--- src/rtl/pkt_prefix_demux.sv ---
module pkt_prefix_demux #(
  parameter int DATA_W = 32,
  parameter int ERR_W  = 8
) (
  input  logic              clk,
  input  logic              rst_n,
  input  logic              cfg_prefix_en,
  input  logic              cfg_default_port,
  input  logic              in_valid,
  output logic              in_ready,
  input  logic [DATA_W-1:0] in_data,
  input  logic              in_sop,
  input  logic              in_eop,
  output logic              out0_valid,
  input  logic              out0_ready,
  output logic [DATA_W-1:0] out0_data,
  output logic              out0_sop,
  output logic              out0_eop,
  output logic              out1_valid,
  input  logic              out1_ready,
  output logic [DATA_W-1:0] out1_data,
  output logic              out1_sop,
  output logic              out1_eop,
  output logic [ERR_W-1:0]  err_count
);

  localparam logic [ERR_W-1:0] ERR_MAX = '1;

  typedef enum logic [1:0] {S_IDLE, S_RSV, S_PAY, S_DROP} st_t;

  st_t  st_q;
  logic dest_q, bad_q, first_q;

  logic byp_start, fwd, dest, sel_rdy, in_fire, hdr_bad, out_sop;

  assign byp_start = (st_q == S_IDLE) && !cfg_prefix_en && in_sop;
  assign fwd       = (st_q == S_PAY) || byp_start;
  assign dest      = (st_q == S_IDLE) ? cfg_default_port : dest_q;
  assign sel_rdy   = dest ? out1_ready : out0_ready;
  assign in_ready  = fwd ? sel_rdy : 1'b1;
  assign in_fire   = in_valid && in_ready;
  assign hdr_bad   = in_data[DATA_W-1:1] != '0;
  assign out_sop   = byp_start || first_q;

  assign out0_valid = fwd && !dest && in_valid;
  assign out1_valid = fwd &&  dest && in_valid;
  assign out0_data  = in_data;
  assign out1_data  = in_data;
  assign out0_sop   = out_sop;
  assign out1_sop   = out_sop;
  assign out0_eop   = in_eop;
  assign out1_eop   = in_eop;

  always_ff @(posedge clk) begin
    if (!rst_n) begin
      st_q      <= S_IDLE;
      dest_q    <= 1'b0;
      bad_q     <= 1'b0;
      first_q   <= 1'b0;
      err_count <= '0;
    end else begin
      case (st_q)
        S_IDLE: if (in_fire && in_sop) begin
          if (cfg_prefix_en) begin
            if (!in_eop) begin
              dest_q <= in_data[0];
              bad_q  <= hdr_bad;
              st_q   <= S_RSV;
            end
          end else begin
            dest_q  <= cfg_default_port;
            first_q <= 1'b0;
            if (!in_eop) st_q <= S_PAY;
          end
        end
        S_RSV: if (in_fire) begin
          if (in_eop) begin
            st_q <= S_IDLE;
          end else if (bad_q || in_data != '0) begin
            st_q <= S_DROP;
            if (err_count != ERR_MAX) err_count <= err_count + 1'b1;
          end else begin
            st_q    <= S_PAY;
            first_q <= 1'b1;
          end
        end
        S_PAY: if (in_fire) begin
          first_q <= 1'b0;
          if (in_eop) st_q <= S_IDLE;
        end
        default: if (in_fire && in_eop) st_q <= S_IDLE;
      endcase
    end
  end

endmodule

--- config.mk ---
export PLATFORM = sky130hd
export DESIGN_NAME = pkt_prefix_demux
export DESIGN_NICKNAME = d
export VERILOG_FILES = /design/src/rtl/pkt_prefix_demux.sv
export SDC_FILE = /design/constraint.sdc
export NUM_CORES = 1
export LEC_CHECK = 0
export ABC_AREA = 1
export CELL_PAD_IN_SITES_DETAIL_PLACEMENT = 0
export CELL_PAD_IN_SITES_GLOBAL_PLACEMENT = 1
export CORE_MARGIN = 4
export CORE_UTILIZATION = 21
export DETAILED_ROUTE_END_ITERATION = 8
export HOLD_SLACK_MARGIN = 0.08
export PLACE_DENSITY_LB_ADDON = 0.1
export SKIP_CTS_REPAIR_TIMING = 1
export SYNTH_ARGS = -nofsm -noshare
export SYNTH_HDL_FRONTEND = slang
export SYNTH_SLANG_ARGS = --single-unit
--- constraint.sdc ---
create_clock -name clk -period 1.55 [get_ports clk]
set_input_delay 0.2325 -clock clk [delete_from_list [all_inputs] [get_ports clk]]
set_output_delay 0.2325 -clock clk [all_outputs]
set_load 0.02 [all_outputs]
==> flow_summary.ini <==
[grt]
grt_pass1_wl_um = 7810
antenna_found_initial = 0
grt.total_usage_pct = 10.9
grt_pass1_vias = 1670
grt_overflow_total = 0
grt_start_max_net_pins = 10

[route]
vias = 1775
drtPass1Iterations = 4
wl_per_cell_um = 11.9
via_per_inst = 3.89
finalWirelength_um = 5420
drc = 0
drtAntennaViolNets = 0
drtIter0Drc = 34

[logic_synthesis]
syn_nets = 284
ys_warn_count = 0
yosysSeqAreaShare_pct = 16.7
synthesis.area_mm2 = 0.00156
syn_avg_cell_area_um2 = 6.44
ys_types = 26
netlist_instances = 242
ys_ff_latch = 13

[finish]
nets = 400
layout_common_cells = clkdlybuf4s50_1, dlymetal6s2s_1, buf_4
layout-drive-gt1-share_pct = 29.7
stdcell_area_mm2 = 0.00311
post-route-util_pct = 42.8
num-fill-cells = 758
seq_area_um2 = 270
multi_input_area_um2 = 774
n_antenna_cell = 0
area_delta_synth_final_pct = 99.2

[timing]
min_period_ns = 1.51
drv_slew = 0
fmaxAchievable_mhz = 664
fin_tns_setup_ns = 0
worst_pin_slew_ns = 0.327
rsz0062_at_grt = yes
hold_ws_ns = 0.490
period_share_pct = 97.2
relSlewSlack_pct = 78.0
setup_viol = 0
clock_skew_ns = 0.00453
hold_viol = 0

[placed_design]
io_buffers = 119
dp_hpwl_um = 4420
place_congestion = 0.754
place_area_mm2 = 0.00281

[floorplanning]
start_util_pct = 21.5
num_rows = 31
core_mm2 = 0.00725
die_x_um = 94.2
io_pins = 120
die_area_mm2 = 0.00887
die_y_um = 94.2

[pwr]
p_clk_share_pct = 19.9
p_seq_share_pct = 23.3
p_int_w = 0.00100
switching_share_pct = 37.7
power_switching_w = 0.000605
cellLeakagePower_nw = 1.87
power_frac_comb_pct = 56.7
p_per_area_mw_per_mm2 = 517
ir_worst_vdd_mv = 0.360

[critical_path]
cp-end-kind = output pin
critPathMaxFanout = 2
path_cells = clkdlybuf4s50_1 -> nand3_2 -> nand2_2 -> nand2_1 -> a21oi_1 -> buf_4
path_class = input pin to output pin
crit_buf_inv = 2
cpPeakStageDelay_ns = 0.49
arrival_ns = 1.27
cpLargestDelayFamily = buffers and inverters
critPathLaunchType = input pin
cpMaxStageDelayCell = clkdlybuf4s50_1
cp.required_ns = 1.32

[clock_tree]
worstSkewPairLatency_ns = 0.25
clk_path_buf_depth = 2
htreeDepth = 1
numCtsBuffers = 3
cts_num_sinks = 13
path_clk_slew_ns = 0.06
cts_tree = done
root_buffer = clkbuf_8

[job]
cap_violations = 0

[outcome]
run_status = complete, no violations

[worst_hold_path]
hp-class = input pin to register
[flip-flops by register name, summed over array words and instances (netlist names)]
| signal | count |
|---|---|
| st_q | 2 |
| bad_q | 1 |
| dest_q | 1 |
| err_count | 8 |
| first_q | 1 |
[Yosys cell counts]
cell / number / area share, %
nand3_4: 2 / 2.2
nand3_2: 2 / 1.3
a21oi_1: 10 / 3.2
o21ai_0: 3 / 0.96
xor2_1: 5 / 2.8
inv_4: 1 / 0.40
xnor2_1: 1 / 0.56
nor2_1: 35 / 8.4
buf_4: 67 / 32
buf_2: 1 / 0.32
inv_2: 3 / 0.72
nor3_1: 2 / 0.64
inv_1: 21 / 5.1
nand4_1: 11 / 4.4
nand2_4: 1 / 0.72
dfxtp_1: 13 / 17
nand2_2: 3 / 1.2
nor2_4: 1 / 0.72
nand3_1: 8 / 2.6
o21bai_1: 1 / 0.48
and2_0: 1 / 0.40
a21oi_4: 1 / 1.0
nor4_1: 2 / 0.80
nand2_1: 45 / 11
nor2_2: 1 / 0.40
ha_1: 1 / 0.80
[power by group through the flow]
stage	clock network (W)	logic, W	registers (W)
2_1_floorplan	0	0.000498	0.000380
3_3_place_gp	0	0.000913	0.000378
3_5_place_dp	0	0.000907	0.000378
4_1_cts	0.000337	0.000911	0.000371
5_1_grt	0.000345	0.000986	0.000378
6_report	0.000320	0.000912	0.000375
[final timing paths]
check                                               start                   endpoint  slack, ns  depth (start not counted)
worst max-delay path                               in_sop                 out0_valid       0.04                          6
worst max register to register       st_q[0]$_SDFFE_PN0P_  err_count[1]$_SDFFE_PN0P_       0.12                          9
worst min register to register  err_count[4]$_SDFFE_PN0P_  err_count[4]$_SDFFE_PN0P_       0.51                          2
worst min-delay path                           in_data[3]         bad_q$_SDFFE_PN0P_       0.49                          6
[cells by family after synthesis]
| kind of cell | synth area share [%] |
|---|---|
| compound gates | 5.70 |
| xor+xnor | 3.37 |
| fa+ha+maj | 0.802 |
| buf+inv | 38.8 |
| flops | 16.7 |
| simple gates | 34.7 |
[through the flow]
stage	worst slack (ns)	instances	total power, W
after floorplan	0.0122	242	0.000878
after CTS	-0.488	455	0.00162
after detailed placement	-0.454	451	0.00129
final	0.0440	456	0.00161
after global routing	-0.0473	456	0.00171
after global placement	-0.432	451	0.00129
[routing by layer]
layer	wire [um]	GRT usage, %	vias to the layer above
met5	0	0	-
li1	-	-	933
met3	366	3.04	4
met1	2310	13.2	772
met4	51	1.44	0
met2	2690	19.6	66
[cell type report]
type / count / area share (%)
sequential: 13 / 8.70
clock buffer: 4 / 1.45
tap: 99 / 3.99
timing repair buffer: 179 / 57.8
inverter: 25 / 3.10
multi-input combinational: 136 / 24.9
[worst reg2reg max path, cell delays in order (launching register included)]
cell,delay (ns)
dfxtp_4,0.37
inv_2,0.05
buf_4,0.13
nor2_2,0.12
nand2_2,0.10
a21oi_4,0.23
nand3_4,0.16
inv_2,0.09
nor2_1,0.04
nor2_1,0.09
No activity file was read; power rests on OpenSTA's default activity.
